[src/rtl/hash_store_pkg.sv]
package hash_store_pkg;
  // ceiling log2, at least 1 so vectors never get zero width
  function automatic int unsigned log2_ceil(input int unsigned n);
    int unsigned r;
    r = 1;
    while ((1 << r) < n) r++;
    return r;
  endfunction
endpackage

[src/rtl/hash_store_bank.sv]
module hash_store_bank #(
  parameter int unsigned ADDR_BITS = 3,
  parameter int unsigned HASH_BITS = 32,
  localparam int unsigned DEPTH = 1 << ADDR_BITS
) (
  input  logic                 clk_i,
  input  logic                 rst_ni,
  input  logic                 we_i,
  input  logic [ADDR_BITS-1:0] waddr_i,
  input  logic [HASH_BITS-1:0] wdata_i,
  input  logic                 re_i,
  input  logic [ADDR_BITS-1:0] raddr_i,
  output logic [HASH_BITS-1:0] rdata_o,
  output logic                 rwritten_o
);
  logic [HASH_BITS-1:0] mem_q [DEPTH];
  logic [DEPTH-1:0]     written_q;

  // data array, no reset; nonblocking read gives old data on a same-cycle hit
  always_ff @(posedge clk_i) begin
    if (we_i) mem_q[waddr_i] <= wdata_i;
    if (re_i) rdata_o <= mem_q[raddr_i];
  end

  always_ff @(posedge clk_i or negedge rst_ni) begin
    if (!rst_ni) begin
      written_q  <= '0;
      rwritten_o <= 1'b0;
    end else begin
      if (we_i) written_q[waddr_i] <= 1'b1;
      if (re_i) rwritten_o <= written_q[raddr_i];
    end
  end

  AST_WRITE_MARKS_ROW: assert property (@(posedge clk_i) disable iff (!rst_ni)
    we_i |=> written_q[$past(waddr_i)]);
endmodule

[src/rtl/hash_store_wr_dec.sv]
module hash_store_wr_dec #(
  parameter int unsigned LANES    = 8,
  parameter int unsigned ROW_BITS = 6,
  localparam int unsigned LANE_BITS = hash_store_pkg::log2_ceil(LANES),
  localparam int unsigned ADDR_BITS = ROW_BITS - LANE_BITS
) (
  input  logic                 clk_i,
  input  logic                 rst_ni,
  input  logic                 wr_valid_i,
  input  logic [ROW_BITS-1:0]  wr_row_i,
  output logic [LANES-1:0]     bank_we_o,
  output logic [ADDR_BITS-1:0] bank_addr_o
);
  assign bank_addr_o = wr_row_i[ROW_BITS-1:LANE_BITS];

  for (genvar b = 0; b < LANES; b++) begin : g_sel
    assign bank_we_o[b] = wr_valid_i && (wr_row_i[LANE_BITS-1:0] == LANE_BITS'(b));
  end

  AST_WE_ONEHOT: assert property (@(posedge clk_i) disable iff (!rst_ni)
    $onehot0(bank_we_o));
  AST_WE_IDLE: assert property (@(posedge clk_i) disable iff (!rst_ni)
    !wr_valid_i |-> (bank_we_o == '0));
endmodule

[src/rtl/hash_store_rd_stage.sv]
module hash_store_rd_stage #(
  parameter int unsigned LANES    = 8,
  parameter int unsigned ROW_BITS = 6,
  localparam int unsigned LANE_BITS = hash_store_pkg::log2_ceil(LANES),
  localparam int unsigned ADDR_BITS = ROW_BITS - LANE_BITS
) (
  input  logic                      clk_i,
  input  logic                      rst_ni,
  input  logic                      rd_valid_i,
  input  logic [ADDR_BITS-1:0]      group_i,
  output logic                      rd_valid_o,
  output logic [LANES*ROW_BITS-1:0] row_ids_o
);
  logic [ADDR_BITS-1:0] group_q;

  always_ff @(posedge clk_i or negedge rst_ni) begin
    if (!rst_ni) begin
      rd_valid_o <= 1'b0;
      group_q    <= '0;
    end else begin
      rd_valid_o <= rd_valid_i;
      if (rd_valid_i) group_q <= group_i;
    end
  end

  for (genvar k = 0; k < LANES; k++) begin : g_id
    assign row_ids_o[k*ROW_BITS +: ROW_BITS] = {group_q, LANE_BITS'(k)};
  end

  AST_RD_LATENCY: assert property (@(posedge clk_i) disable iff (!rst_ni)
    rd_valid_i |=> rd_valid_o);
  AST_RD_PULSE: assert property (@(posedge clk_i) disable iff (!rst_ni)
    !rd_valid_i |=> !rd_valid_o);
  AST_LANE0_ALIGNED: assert property (@(posedge clk_i) disable iff (!rst_ni)
    rd_valid_o |-> (row_ids_o[LANE_BITS-1:0] == '0));
endmodule

[src/rtl/hash_store_banked.sv]
module hash_store_banked #(
  parameter int unsigned LANES     = 8,
  parameter int unsigned ROW_BITS  = 6,
  parameter int unsigned HASH_BITS = 32
) (
  input  logic                       clk_i,
  input  logic                       rst_ni,
  input  logic                       wr_valid_i,
  input  logic [ROW_BITS-1:0]        wr_row_i,
  input  logic [HASH_BITS-1:0]       wr_hash_i,
  input  logic                       rd_valid_i,
  input  logic [ROW_BITS-1:0]        rd_base_row_i,
  output logic                       rd_valid_o,
  output logic [LANES*ROW_BITS-1:0]  rd_row_ids_o,
  output logic [LANES*HASH_BITS-1:0] rd_hashes_o,
  output logic [LANES-1:0]           rd_lane_valid_o
);
  localparam int unsigned LANE_BITS = hash_store_pkg::log2_ceil(LANES);
  localparam int unsigned ADDR_BITS = ROW_BITS - LANE_BITS;

  logic [LANES-1:0]     bank_we;
  logic [ADDR_BITS-1:0] bank_waddr;
  logic [ADDR_BITS-1:0] rd_group;

  // low bits of the base pick a lane, so they are dropped here
  assign rd_group = rd_base_row_i[ROW_BITS-1:LANE_BITS];

  hash_store_wr_dec #(.LANES(LANES), .ROW_BITS(ROW_BITS)) u_wr_dec (
    .clk_i       (clk_i),
    .rst_ni      (rst_ni),
    .wr_valid_i  (wr_valid_i),
    .wr_row_i    (wr_row_i),
    .bank_we_o   (bank_we),
    .bank_addr_o (bank_waddr)
  );

  for (genvar b = 0; b < LANES; b++) begin : g_bank
    hash_store_bank #(.ADDR_BITS(ADDR_BITS), .HASH_BITS(HASH_BITS)) u_bank (
      .clk_i      (clk_i),
      .rst_ni     (rst_ni),
      .we_i       (bank_we[b]),
      .waddr_i    (bank_waddr),
      .wdata_i    (wr_hash_i),
      .re_i       (rd_valid_i),
      .raddr_i    (rd_group),
      .rdata_o    (rd_hashes_o[b*HASH_BITS +: HASH_BITS]),
      .rwritten_o (rd_lane_valid_o[b])
    );
  end

  hash_store_rd_stage #(.LANES(LANES), .ROW_BITS(ROW_BITS)) u_rd_stage (
    .clk_i      (clk_i),
    .rst_ni     (rst_ni),
    .rd_valid_i (rd_valid_i),
    .group_i    (rd_group),
    .rd_valid_o (rd_valid_o),
    .row_ids_o  (rd_row_ids_o)
  );

  AST_WR_BANK_SEL: assert property (@(posedge clk_i) disable iff (!rst_ni)
    wr_valid_i |-> bank_we[wr_row_i[LANE_BITS-1:0]]);
  AST_MASK_HOLD: assert property (@(posedge clk_i) disable iff (!rst_ni)
    !rd_valid_i |=> $stable(rd_lane_valid_o));
  AST_IDS_HOLD: assert property (@(posedge clk_i) disable iff (!rst_ni)
    !rd_valid_i |=> $stable(rd_row_ids_o));
endmodule

[config.mk]
export PLATFORM = sky130hd
export DESIGN_NAME = hash_store_banked
export DESIGN_NICKNAME = d
export VERILOG_FILES = /design/src/rtl/hash_store_pkg.sv /design/src/rtl/hash_store_bank.sv /design/src/rtl/hash_store_wr_dec.sv /design/src/rtl/hash_store_rd_stage.sv /design/src/rtl/hash_store_banked.sv
export SDC_FILE = /design/constraint.sdc
export NUM_CORES = 2
export LEC_CHECK = 0
export BUFFER_PORTS_ARGS = -buffer_cell sky130_fd_sc_hd__clkbuf_2
export CAP_MARGIN = 15
export CORE_ASPECT_RATIO = 1.4
export CORE_UTILIZATION = 35
export DETAILED_ROUTE_END_ITERATION = 7
export PLACE_DENSITY_LB_ADDON = 0.1
export RECOVER_POWER = 25
export SLEW_MARGIN = 20
export SYNTH_ARGS = -nofsm -noshare
export SYNTH_HDL_FRONTEND = slang
export SYNTH_SLANG_ARGS = --single-unit
[constraint.sdc]
create_clock -name clk_i -period 3.7 [get_ports clk_i]
set_input_delay 0.185 -clock clk_i [delete_from_list [all_inputs] [get_ports clk_i]]
set_output_delay 0.185 -clock clk_i [all_outputs]
set_load 0.01 [all_outputs]
==> impl_metrics.csv <==
group,metric,value,unit
clock_network,tritoncts,"yes",
sta,hold_slack,0.187,ns
floorplanning,die_width,426,um
placement,portBuffers,333,
sta,number_of_failing_hold_endpoints_at_the_final_stage,0,
logic_synthesis,yosys.cell_count.top_type,"edfxtp_1",
grt,via_count_of_the_first_global_routing_pass,41600,
job,drv_cap,34,
finish,share_of_layout_cells_above_drive_strength_1,38.3,%
logic_synthesis,synth_largest_area_cell,"edfxtp_1",
power_and_ir_drop,net_switching,12300,uW
power_and_ir_drop,power_density,556,mW/mm^2
logic_synthesis,synthDominantCellAreaShare,78.5,%
critical_path,critical-path-slowest-cell,"clkbuf_1",
detailed_routing,detailedRoute.firstPassIterationCount,7,
logic_synthesis,syn_inst,3597,
sta,final.setup.tns,0,ns
power_and_ir_drop,switching_share,21.5,%
critical_path,crit_family,"buffers and inverters",
grt,grt_pass1_wl,320000,um
floorplanning,placement_rows,217,
detailed_routing,ant_nets,0,
power_and_ir_drop,vdd_ir_drop_max,399,uV
power_and_ir_drop,power_frac_seq,53.0,%
clock_network,ctsHtreeMaxLevel,4,
detailed_routing,dr.first_iter.drc_count,3115,
power_and_ir_drop,clock_power_share,41.9,%
grt,grt_usage,18.0,%
grt,overflow,0,
sta,final.period_utilization,77.6,%
sta,timing.final.crit_period,2.87,ns
critical_path,crit_path_start_kind,"input port",
detailed_routing,routed_wirelength,228000,um
critical_path,critical_path_arrival,3.46,ns
critical_path,timing_worst_setup_path_type,"input port to flop",
logic_synthesis,post_synth_main_area_contributors,"edfxtp_1 79%, mux4_2 13%, mux2_2 3.3%",
critical_path,timing.critical_path.mode_cell,"clkbuf_1",
detailed_routing,avgRoutedWirePerCell,29.6,um
placement,globalplace.congestion,0.696,
logic_synthesis,yosys_register_bits,2380,
clock_network,root_buffer,"clkbuf_16",
sta,highest_clock_rate,348,MHz
status,result_of_the_run,"finished, violations left",
min_path,min-delay-start,"rd_base_row_i[3]",
logic_synthesis,ys_top_cells_by_count,"2304 x edfxtp_1, 512 x mux4_2, 260 x mux2_2, 76 x dfrtp_1, 75 x clkbuf_1",
logic_synthesis,avgSynthCellArea,24.5,sq um
finish,design.final.nets,4245,
sta,timing_max_transition_violations_final,1543,
clock_network,cts_buffers,240,
sta,max-slew-margin-rel,-97.5,%
clock_network,clkTransAtPathRegs,0.06,ns
logic_synthesis,yosysWarnings,0,
logic_synthesis,netlist-cell-type-count,26,
finish,layout-area-overhead-vs-synth,17.1,%
clock_network,clock_sinks,2380,
critical_path,critPathMaxStageDelay,1.38,ns
power_and_ir_drop,p_comb_share,5.1,%
critical_path,cp_num_buf_inv,4,
logic_synthesis,synthArstFlopShare,3.19,%
grt,grt_antenna_before_repair,34,
floorplanning,num_io_pins,361,
placement,post-dp-hpwl,123000,um
critical_path,endpoint_kind,"flop",
critical_path,crit_required,4.29,ns
clock_network,cts_resized,0,
finish,num-fill-cells,21900,
clock_network,post_cts_repair_timing_setup_buffer_count,0,
critical_path,r2r_setup_slack,2.16,ns
clock_network,cts.hold.buffers_added,41,
grt,grt_max_degree,75,
status,failed_checks,"capacitance limit, slew limit",
sta,skew,0.0340,ns
critical_path,path_max_fanout,32,
critical_path,crit-reg2reg-launch,"g_bank[7].u_bank.written_q[7]",
logic_synthesis,seq_area_frac_synth,80.7,%
sta,setup_viol,0,
floorplanning,die_area,0.254,sq mm
clock_network,clockBufferDepth,4,
floorplanning,initial_utilization,35.3,%
logic_synthesis,synth_edf_count,2304,
floorplanning,die_h,596,um
sta,tightest_slew,2.96,ns
detailed_routing,vias,38800,
floorplanning,placeableCoreArea,0.250,sq mm
detailed_routing,remaining_drc_errors,0,
logic_synthesis,synth.cell_area,0.0881,sq mm
logic_synthesis,yosys_most_used_dff,"edfxtp_1",
min_path,hold_crit_path_type,"input port to flop",
power_and_ir_drop,cellLeakagePower,0.0331,uW
sta,setup_repair_after_global_routing_missed_its_margin,"no",
detailed_routing,route.detailed.vias_per_inst,5.04,
critical_path,critPathLaunch,"wr_hash_i[1]",
clock_network,clock_insertion_delay_worst_skew,0.91,ns
critical_path,path_cells,"dlygate4sd3_1 > clkbuf_1 > clkbuf_1 > clkbuf_1",
finish,multi_input_area,0.0164,sq mm
power_and_ir_drop,internal_power,45000,uW
finish,area.sequential,0.0711,sq mm
-- placed cells by master, fill, tap and decap left out, types with 2 or more instances in the layout --
cell type | Yosys | final
nand4b_1 | 3 | 3
mux4_2 | 512 | 512
clkinvlp_4 | 0 | 8
clkinv_2 | 0 | 43
nor2_1 | 67 | 3
o21bai_1 | 36 | 36
buf_4 | 56 | 143
nor2_4 | 0 | 64
edfxtp_1 | 2304 | 2304
or3b_2 | 2 | 2
clkbuf_2 | 0 | 308
bufinv_16 | 0 | 22
inv_16 | 0 | 2
clkbuf_16 | 0 | 244
clkbuf_8 | 0 | 6
nand3_1 | 9 | 8
mux2_2 | 260 | 260
a22oi_1 | 8 | 8
buf_12 | 0 | 30
clkbuf_1 | 75 | 93
dfrtp_1 | 76 | 76
or2_2 | 28 | 28
clkinv_1 | 0 | 51
a41o_1 | 7 | 7
nand2_1 | 10 | 9
diode_2 | 0 | 20
conb_1 | 2 | 24
nor2b_1 | 11 | 10
buf_8 | 0 | 3
dlygate4sd3_1 | 0 | 41
nand3b_1 | 5 | 5
mux2i_1 | 31 | 31
-- routing by layer --
metal | global-route usage [%] | up-vias | part of all wire, %
li1 | - | 16300 | -
met1 | 23.9 | 21300 | 42
met2 | 31.0 | 880 | 51
met3 | 2.42 | 300 | 4.3
met4 | 4.79 | 12 | 2.2
met5 | 0 | - | 0.035
-- stage by stage --
step                      total power (uW)  area (sq um)  util (%)  setup WS (ns)  std cells
after floorplan                      32400         88200         -          0.906       3619
after global placement               33900         95100      38.1           1.00       7196
after detailed placement             34000         95100      38.1          0.945       7197
after CTS                            58200        103000      41.3           1.25       7679
after global routing                 59200        103000      41.3          0.607       7682
final                                57300        103000      41.3          0.830       7701
-- power by group through the flow --
stage,logic (uW),registers (uW),clock network (uW)
floorplan,1450,30900,0
global placement,2990,30900,0
detailed placement,3020,31000,0
CTS,3080,30400,24700
global route,3190,30400,25600
finish,2940,30400,24000
-- cell families (layout without fill, tap and decap cells) --
logic type	count (synthesis)	count (layout)	share of synthesized area, %
flops	2380	2380	80.7
mux	803	803	16.8
buf+inv	222	999	1.30
simple gates	137	137	0.763
compound gates	53	53	0.474
other cells	2	44	0.00852
-- layout make-up --
type	count	share of cell area (%)
Sequential cell	2380	68.9
Multi-Input combinational cell	1017	15.9
Clock buffer	311	6.22
Tap cell	3285	3.99
Timing Repair Buffer	558	3.70
Clock inverter	130	1.18
Antenna cell	20	0.0485
-- worst paths after layout --
path	to	cells after the start
worst max-delay path	g_bank[7].u_bank.mem_q[3][1]	4
worst min-delay path	g_bank[7].u_bank.rdata_o[30]	3
worst max register to register	g_bank[7].u_bank.rwritten_o	4
worst min register to register	g_bank[3].u_bank.written_q[5]	1
max in group asynchronous	g_bank[6].u_bank.written_q[5]	4
min in group asynchronous	u_rd_stage.group_q[2]	4
-- state kept, by name, indices dropped and copies added, names as in the netlist --
register and cells:
g_bank.u_bank.written_q 64, u_rd_stage.group_q 3, g_bank.u_bank.rdata_o 256, g_bank.u_bank.rwritten_o 8, u_rd_stage.rd_valid_o 1, g_bank.u_bank.mem_q 2048
-- worst min-delay path, stage by stage --
cell	delay, ns
buf_8	0.21
mux4_2	0.39
mux2_2	0.13
Power figures use the tool's default switching activity.
